## config.mk

```make
export PLATFORM = sky130hd
export DESIGN_NAME = adaptive_bypass_ctrl
export DESIGN_NICKNAME = d
export VERILOG_FILES = /design/src/rtl/acb_pkg.sv /design/src/rtl/acb_lfsr.sv /design/src/rtl/acb_decide.sv /design/src/rtl/acb_ladder.sv /design/src/rtl/acb_track.sv /design/src/rtl/adaptive_bypass_ctrl.sv
export SDC_FILE = /design/constraint.sdc
export NUM_CORES = 1
export LEC_CHECK = 0
export BUFFER_PORTS_ARGS = -buffer_cell sky130_fd_sc_hd__buf_2
export CAP_MARGIN = 20
export CELL_PAD_IN_SITES_DETAIL_PLACEMENT = 1
export CELL_PAD_IN_SITES_GLOBAL_PLACEMENT = 2
export CORE_UTILIZATION = 38
export CTS_BUF_LIST = sky130_fd_sc_hd__clkbuf_16
export DETAILED_ROUTE_END_ITERATION = 8
export GPL_TIMING_DRIVEN = 0
export PLACE_DENSITY_LB_ADDON = 0.1
export REMOVE_ABC_BUFFERS = 1
export SYNTH_ARGS = -nofsm -noshare
export SYNTH_HDL_FRONTEND = slang
export SYNTH_HIERARCHICAL = 1
export SYNTH_SLANG_ARGS = --single-unit
```

## constraint.sdc

```tcl
create_clock -name clk_i -period 2.84 [get_ports clk_i]
set_input_delay 0.568 -clock clk_i [delete_from_list [all_inputs] [get_ports clk_i]]
set_output_delay 0.568 -clock clk_i [all_outputs]
set_load 0.05 [all_outputs]
```

## src/rtl/acb_pkg.sv

```systemverilog
package acb_pkg;
   // outcome of comparing one access against the pending record
   typedef enum logic [1:0] {
      FB_NONE  = 2'd0,
      FB_SLOWER = 2'd1,   // skipped line came back first: halve probability
      FB_FASTER = 2'd2    // protected resident hit first: double probability
   } fb_e;
endpackage

```

## src/rtl/acb_lfsr.sv

```systemverilog
module acb_lfsr #(
   parameter int          WIDTH = 16,
   parameter logic [31:0] SEED  = 32'h0000_ACE1
) (
   input  logic             clk_i,
   input  logic             rst_ni,
   input  logic             adv_i,
   output logic [WIDTH-1:0] state_o
);
   logic             fb;
   logic [WIDTH-1:0] state_q;

   generate
      if (WIDTH == 16) begin : g_w16
         assign fb = state_q[15] ^ state_q[13] ^ state_q[12] ^ state_q[10];
      end else if (WIDTH == 32) begin : g_w32
         assign fb = state_q[31] ^ state_q[21] ^ state_q[1] ^ state_q[0];
      end else begin : g_bad
         $error("acb_lfsr: WIDTH must be 16 or 32");
         assign fb = 1'b0;
      end
   endgenerate

   always_ff @(posedge clk_i or negedge rst_ni) begin
      if (!rst_ni)    state_q <= SEED[WIDTH-1:0];
      else if (adv_i) state_q <= {state_q[WIDTH-2:0], fb};
   end

   assign state_o = state_q;

   AST_LFSR_LIVE: assert property (@(posedge clk_i) disable iff (!rst_ni)
      state_q != '0);
endmodule

```

## src/rtl/acb_decide.sv

```systemverilog
module acb_decide #(
   parameter int LFSR_W   = 16,
   parameter int EXP_W    = 4,
   parameter int OFF_CODE = 9,
   parameter int VIRT_EXP = 4
) (
   input  logic [LFSR_W-1:0] rnd_i,
   input  logic [EXP_W-1:0]  exp_i,
   input  logic              miss_i,
   output logic              fire_real_o,
   output logic              fire_virt_o
);
   logic [LFSR_W-1:0] mask;
   logic              is_off;

   always_comb begin
      for (int i = 0; i < LFSR_W; i++) begin
         mask[i] = (i < int'(exp_i));
      end
   end

   assign is_off      = (int'(exp_i) == OFF_CODE);
   assign fire_real_o = miss_i && !is_off && ((rnd_i & mask) == '0);
   assign fire_virt_o = miss_i &&  is_off && (rnd_i[LFSR_W-1 -: VIRT_EXP] == '0);
endmodule

```

## src/rtl/acb_ladder.sv

```systemverilog
module acb_ladder
   import acb_pkg::*;
#(
   parameter int EXP_W    = 4,
   parameter int INIT_EXP = 6,
   parameter int FLOOR_EXP = 8
) (
   input  logic             clk_i,
   input  logic             rst_ni,
   input  fb_e              fb_i,
   output logic [EXP_W-1:0] exp_o
);
   localparam logic [EXP_W-1:0] OFF   = EXP_W'(FLOOR_EXP + 1);
   localparam logic [EXP_W-1:0] FLOOR = EXP_W'(FLOOR_EXP);

   logic [EXP_W-1:0] exp_q, exp_d;

   always_comb begin
      exp_d = exp_q;
      unique case (fb_i)
         FB_SLOWER: exp_d = (exp_q >= FLOOR) ? OFF : exp_q + 1'b1;
         FB_FASTER: begin
            if (exp_q == OFF)        exp_d = FLOOR;
            else if (exp_q != '0)    exp_d = exp_q - 1'b1;
         end
         default:   exp_d = exp_q;
      endcase
   end

   always_ff @(posedge clk_i or negedge rst_ni) begin
      if (!rst_ni) exp_q <= EXP_W'(INIT_EXP);
      else         exp_q <= exp_d;
   end

   assign exp_o = exp_q;

   AST_EXP_RANGE: assert property (@(posedge clk_i) disable iff (!rst_ni)
      exp_q <= OFF);
   AST_EXP_HOLD: assert property (@(posedge clk_i) disable iff (!rst_ni)
      fb_i == FB_NONE |=> $stable(exp_q));
endmodule

```

## src/rtl/acb_track.sv

```systemverilog
module acb_track #(
   parameter int TAG_W = 16,
   parameter int WAY_W = 4
) (
   input  logic             clk_i,
   input  logic             rst_ni,
   input  logic             load_i,
   input  logic             load_virt_i,
   input  logic [TAG_W-1:0] load_tag_i,
   input  logic [WAY_W-1:0] load_way_i,
   input  logic             clear_i,
   output logic             valid_o,
   output logic             virt_o,
   output logic [TAG_W-1:0] tag_o,
   output logic [WAY_W-1:0] way_o
);
   always_ff @(posedge clk_i or negedge rst_ni) begin
      if (!rst_ni) begin
         valid_o <= 1'b0;
         virt_o  <= 1'b0;
         tag_o   <= '0;
         way_o   <= '0;
      end else if (load_i) begin
         valid_o <= 1'b1;
         virt_o  <= load_virt_i;
         tag_o   <= load_tag_i;
         way_o   <= load_way_i;
      end else if (clear_i) begin
         valid_o <= 1'b0;
         virt_o  <= 1'b0;
      end
   end

   AST_LOAD_WINS: assert property (@(posedge clk_i) disable iff (!rst_ni)
      load_i |=> valid_o && tag_o == $past(load_tag_i));
endmodule

```

## src/rtl/adaptive_bypass_ctrl.sv

```systemverilog
module adaptive_bypass_ctrl
   import acb_pkg::*;
#(
   parameter int TAG_W     = 16,
   parameter int WAY_W     = 4,
   parameter int LFSR_W    = 16,
   parameter int INIT_EXP  = 6,
   parameter int FLOOR_EXP = 8,
   parameter int VIRT_EXP  = 4,
   localparam int EXP_W    = $clog2(FLOOR_EXP + 2)
) (
   input  logic             clk_i,
   input  logic             rst_ni,
   input  logic             acc_valid_i,
   input  logic             acc_hit_i,
   input  logic [TAG_W-1:0] acc_ptag_i,
   input  logic [WAY_W-1:0] acc_way_i,
   input  logic [WAY_W-1:0] victim_way_i,
   output logic             bypass_o,
   output logic [EXP_W-1:0] prob_exp_o
);
   localparam int OFF_CODE = FLOOR_EXP + 1;

   generate
      if (INIT_EXP > FLOOR_EXP)   begin : g_chk_init  $error("INIT_EXP above FLOOR_EXP"); end
      if (FLOOR_EXP > LFSR_W)     begin : g_chk_floor $error("FLOOR_EXP wider than LFSR"); end
      if (VIRT_EXP < 1 || VIRT_EXP > LFSR_W) begin : g_chk_virt $error("VIRT_EXP out of range"); end
   endgenerate

   logic              miss, hit;
   logic [LFSR_W-1:0] rnd;
   logic              fire_real, fire_virt;
   logic              rec_valid, rec_virt;
   logic [TAG_W-1:0]  rec_tag;
   logic [WAY_W-1:0]  rec_way;
   logic              seen_skipped, seen_resident;
   fb_e               fb;

   assign miss = acc_valid_i && !acc_hit_i;
   assign hit  = acc_valid_i &&  acc_hit_i;

   acb_lfsr #(.WIDTH(LFSR_W), .SEED(32'h0000_ACE1)) u_lfsr (
      .clk_i, .rst_ni, .adv_i(miss), .state_o(rnd));

   acb_decide #(.LFSR_W(LFSR_W), .EXP_W(EXP_W), .OFF_CODE(OFF_CODE),
                .VIRT_EXP(VIRT_EXP)) u_decide (
      .rnd_i(rnd), .exp_i(prob_exp_o), .miss_i(miss),
      .fire_real_o(fire_real), .fire_virt_o(fire_virt));

   assign seen_skipped  = rec_valid && miss && (acc_ptag_i == rec_tag);
   assign seen_resident = rec_valid && hit  && (acc_way_i  == rec_way);
   assign fb = seen_skipped  ? FB_SLOWER :
               seen_resident ? FB_FASTER : FB_NONE;

   acb_ladder #(.EXP_W(EXP_W), .INIT_EXP(INIT_EXP), .FLOOR_EXP(FLOOR_EXP)) u_ladder (
      .clk_i, .rst_ni, .fb_i(fb), .exp_o(prob_exp_o));

   acb_track #(.TAG_W(TAG_W), .WAY_W(WAY_W)) u_track (
      .clk_i, .rst_ni,
      .load_i(fire_real || fire_virt), .load_virt_i(fire_virt),
      .load_tag_i(acc_ptag_i), .load_way_i(victim_way_i),
      .clear_i(seen_skipped || seen_resident),
      .valid_o(rec_valid), .virt_o(rec_virt), .tag_o(rec_tag), .way_o(rec_way));

   assign bypass_o = fire_real;

   AST_MISS_ONLY: assert property (@(posedge clk_i) disable iff (!rst_ni)
      bypass_o |-> miss);
   AST_FULL_PROB: assert property (@(posedge clk_i) disable iff (!rst_ni)
      (miss && prob_exp_o == '0) |-> bypass_o);
   AST_OFF_SILENT: assert property (@(posedge clk_i) disable iff (!rst_ni)
      (int'(prob_exp_o) == OFF_CODE) |-> !bypass_o);
   AST_VIRT_AT_OFF: assert property (@(posedge clk_i) disable iff (!rst_ni)
      (rec_valid && rec_virt) |-> int'(prob_exp_o) == OFF_CODE);
   AST_SLOWER_STEP: assert property (@(posedge clk_i) disable iff (!rst_ni)
      (seen_skipped && int'(prob_exp_o) != OFF_CODE) |=> prob_exp_o == $past(prob_exp_o) + 1'b1);
   AST_FASTER_MOVES: assert property (@(posedge clk_i) disable iff (!rst_ni)
      (seen_resident && prob_exp_o != '0) |=> prob_exp_o != $past(prob_exp_o));
endmodule

```

# == Yosys cells after proc, flatten, opt, wreduce, memory -nomap -nowiden ==
# Index checks and enable logic that the tools add are counted.
# word_totals
mem_count,0
output_inout_bits,5
mem_bits_ro,0
ff_bits,41
mem_bits_rw,0
latch_bits,0
# classes
mux,8
n_mul,0
n_eq_ne,7
order_cmp,16
div,0
shift,0
addsub,2
n_reduce_logical,20
bitwise,4
# ops
cell,count
< comparator 4 bit (first input constant),7
bitwise AND 16 x 15 -> 16 bit,1
equality test 16 bit,1
zero test 16 bit,1
< comparator 3 x 4 -> 1 bit (first input constant),4
2-to-1 mux 4 bit,3
logical AND 1 bit,10
equality test 4 bit (second input constant),2
< comparator 1 x 4 -> 1 bit (first input constant),2
< comparator 2 x 4 -> 1 bit (first input constant),2
one-hot mux 4 bit (2 select lines),1
adder 4 x 1 -> 4 bit (second input constant),1
equality test 4 bit,1
>= comparator 4 bit (second input constant),1
zero test 4 bit,1
2-to-1 mux 2 bit,2
nonzero test 2 bit,2
nonzero test 4 bit,1
subtractor 4 x 1 -> 4 bit (second input constant),1
inequality test 3 x 1 -> 1 bit (second input constant),1
XOR 1 bit,3
equality test 2 x 1 -> 1 bit (second input constant),1
equality test 2 bit (second input constant),1
zero test 1 bit,2
other kinds (3),5

# == Longest topological paths before layout ==
# depth
word_depth,8
depth_mapped,8
mapped_depth_nobuf,8

# == Modules after synthesis ==
# The synthesis kept the hierarchy.
# by_module_without_submodules
mod,instances,area_each_um2,cells_each
acb_track,1,824.5,48
acb_lfsr,1,675.6,38
acb_ladder,1,360.3,38
adaptive_bypass_ctrl,1,264.0,34
acb_decide,1,193.9,28

# == Worst setup path after synthesis ==
# Ideal clock, no wire load.
# synth_path
path_kind,reg-to-reg
startpoint,register u_ladder.exp_q[0] (netlist: u_ladder/exp_o[0])
endpoint,register u_track.tag_o[0]
path_stages_with_launch,9
t_arrival_ns,3.115
required_ns,2.715
setup_slack_ns,-0.400
synth_period_minus_slack_ns,3.240
setup_time_ns,0.125
path_cell_list,dfrtp_1 clkbuf_2 o21a_1 o32a_1 o32a_1 nor4_2 or2_2 buf_6 mux2_2
# synth_via
elab_chain_len,5
# synth_lines
item,line_no,text
start: declaration,acb_ladder.sv:16,"logic [EXP_W-1:0] exp_q, exp_d;"
start signal: assignment,acb_ladder.sv:31,if (!rst_ni) exp_q <= EXP_W'(INIT_EXP);
start signal: assignment,acb_ladder.sv:32,else exp_q <= exp_d;
"< comparator 1 x 4 -> 1 bit, or another cell as far along",acb_decide.sv:18,mask[i] = (i < int'(exp_i));
bitwise AND 16 x 15 -> 16 bit or zero test 1 bit (tied branches),acb_decide.sv:23,assign fire_real_o = miss_i && !is_off && ((rnd_i & mask) == '0);
zero test 16 bit or logical AND 1 bit (tied branches),acb_decide.sv:23,
logical AND 1 bit (*),acb_decide.sv:23,
via bypass_o,adaptive_bypass_ctrl.sv:19,"output logic bypass_o,"
logical OR 1 bit (*),adaptive_bypass_ctrl.sv:60,".load_i(fire_real || fire_virt), .load_virt_i(fire_virt),"
end signal: assignment,acb_track.sv:26,tag_o <= load_tag_i;
end: declaration,acb_track.sv:14,"output logic [TAG_W-1:0] tag_o,"
# The timed path passes the listed nets; every way through them passes the cells marked *.
# A chain may end at the register's enable or synchronous reset.

# == Worst setup path in the final report ==
# layout_path
startpoint,register u_ladder.exp_q[0] (netlist: u_ladder/exp_o[0])
endpoint,output port bypass_o
# layout_via
elab_chain_len,4
# layout_lines
item,line_no
"< comparator 1 x 4 -> 1 bit, or another cell as far along",acb_decide.sv:18
bitwise AND 16 x 15 -> 16 bit or zero test 1 bit (tied branches),acb_decide.sv:23
zero test 16 bit or logical AND 1 bit (tied branches),acb_decide.sv:23
logical AND 1 bit (*),acb_decide.sv:23
end: declaration,adaptive_bypass_ctrl.sv:19
# Mark *: on every way between the ends. The rest lies on a longest branch, timed or not.

==> results.yml <==
drt:
  num_vias: 1525
  wl_per_cell_um: 15.9
  ant_nets: 0
  vias_per_cell: 5.26
  drt_iter0_drc: 40
  drc: 0
  first_pass_iters: 4
  wl_um: 4610
clock_tree:
  cts_tree: "built"
  holdBufCountCts: 0
  htreeDepth: 2
  root_buffer: "clkbuf_16"
  cts_sinks: 41
  clk_pin_slew_ns: 0.05
  cts_buffers: 5
  clock_path_buffers: 2
  clkLatencyLatePin_ns: 0.28
pwr:
  combPwrFrac_pct: 35.1
  vdd_ir_drop_max_v: 0.000384
  cellLeakagePower_uw: 0.00109
  p_seq_share_pct: 45.3
  p_sw_uw: 932
  p_per_area_nw_per_um2: 1030
  switching_share_pct: 34.3
  clkPwrFrac_pct: 19.5
  p_int_uw: 1790
grt:
  grt_max_degree: 42
  grt_pass1_wl_um: 7890
  grt_usage_pct: 16.0
  grt_pass1_vias: 1646
  antenna_found_initial: 0
  grt_overflow_total: 0
sta:
  worst_pin_slew_ns: 0.895
  fmaxAchievable_mhz: 375
  slew_violations: 0
  setup_viol: 0
  finalCritPeriodShare_pct: 93.9
  rsz0062_at_grt: "no"
  slew_headroom_pct: 40.3
  whs_ns: 0.414
  fin_crit_ns: 2.67
  worst_clock_skew_ns: 0.00671
  hold_viol: 0
setup_path:
  cp.required_ns: 2.27
  criticalPathCategory: "reg -> out"
  path_max_fanout: 16
  critPathArrivalTime_ns: 2.10
  timing.rr.start: "u_ladder/exp_o[0]"
  startpoint_type: "flip-flop"
  cp-startpoint: "u_ladder/exp_o[0]"
  critPathCaptureType: "output port"
synthesis:
  netlist_area_um2: 2280
  syn_inst: 183
  avgSynthCellArea_um2: 12.5
  yosys_warnings: 6
placed_design:
  dp.final_hpwl_um: 3330
  portBuffers: 32
  gp_congestion: 0.752
worst_hold_path:
  hold_class: "in -> async"
die:
  num_rows: 27
  start_util_pct: 40.4
  design.die.area_um2: 6310
  die_y_um: 79.5
  die_w_um: 79.5
  pin_count: 33
  core_um2: 5640
cells_and_area:
  layout.nets: 249
  drive_above_1_share_pct: 44.5
  area_delta_synth_final_pct: 15.3
  n_antenna_cell: 0
  utilization_pct: 46.6
status:
  status: "finished, final reports clean"
flow_run:
  maxCapViolCount: 0
per-layer routing:
layer  vias to the layer above  wire [um]  GRT usage (%)
li1                        732          -              -
met1                       764       2070           20.1
met2                        27       2320           27.4
met3                         2        194           4.00
met4                         0         19           3.27
met5                         -          0              0
registers in the layout (all words and copies together) (netlist names):
| name | count |
|---|---|
| u_lfsr/state_o | 16 |
| u_track/tag_o | 16 |
| u_track/valid_o | 1 |
| u_track/way_o | 4 |
| u_ladder/exp_o | 4 |
area by class of cell:
class | instances | area [um^2]
fillers | 618 | 3010
multi-input cells | 131 | 1150
flip-flops and latches | 41 | 1040
repair buffers | 34 | 185
clock buffers | 5 | 125
well taps | 72 | 90.1
clock inverters | 3 | 18.8
inverters | 4 | 15.0
critical path, cell delays in order, from the launching register on:
cell and delay (ns):
dfrtp_2 0.52, and3_1 0.20, o21ai_0 0.24, nand4_1 0.18, nor4_2 0.38, clkbuf_4 0.31
worst paths after layout:
path                                      to  slack (ns)  cells past startpoint
min                        u_lfsr/state_o[4]        0.41                      1
max reg2reg                 u_track/way_o[2]        0.30                      6
min in group clk_i         u_lfsr/state_o[0]        0.52                      2
max                                 bypass_o        0.17                      5
min reg2reg                u_lfsr/state_o[0]        0.52                      2
max in group asynchronous  u_ladder/exp_o[3]        1.80                      1
per-stage QoR:
stage / instances / total power, uW / area [um^2] / setup TNS, ns / worst slack (ns)
after CTS: 289 / 2750 / 2620 / 0 / 0.0338
after floorplan: 176 / 1930 / 2200 / -24.43 / -1.14
after global routing: 290 / 2920 / 2630 / 0 / 0.0838
final: 290 / 2720 / 2630 / 0 / 0.172
after global placement: 280 / 2130 / 2450 / -19.99 / -0.930
after detailed placement: 281 / 2200 / 2470 / -4.98 / -0.254
cells in the final DEF, fill, tap and decap left out, drive strengths merged, types with 3 or more instances in the layout:
cell,n
mux2,35
buf,33
dfrtp,31
xnor2,12
xor2,11
dfstp,10
nor2,8
clkbuf,6
inv,5
o21ai,5
nand4,4
o31ai,4
ha,4
nor4,4
a21oi,4
nand2,3
nand3b,3
o21a,3
nor3,3
repair_timing:
action / in CTS / in global routing
resized for setup: 1 / 3
endpoints found under the setup margin: 1 / 1
setup buffers: 0 / 1
pin swaps: 0 / 0
power groups by stage:
stage          Clock (uW)  Combinational [uW]  Sequential, uW
2_1_floorplan           0                 725            1210
3_3_place_gp            0                 914            1220
3_5_place_dp            0                 959            1240
4_1_cts               552                 966            1240
5_1_grt               575                1060            1290
6_report              531                 955            1230
No activity file was read; power rests on OpenSTA's default activity.
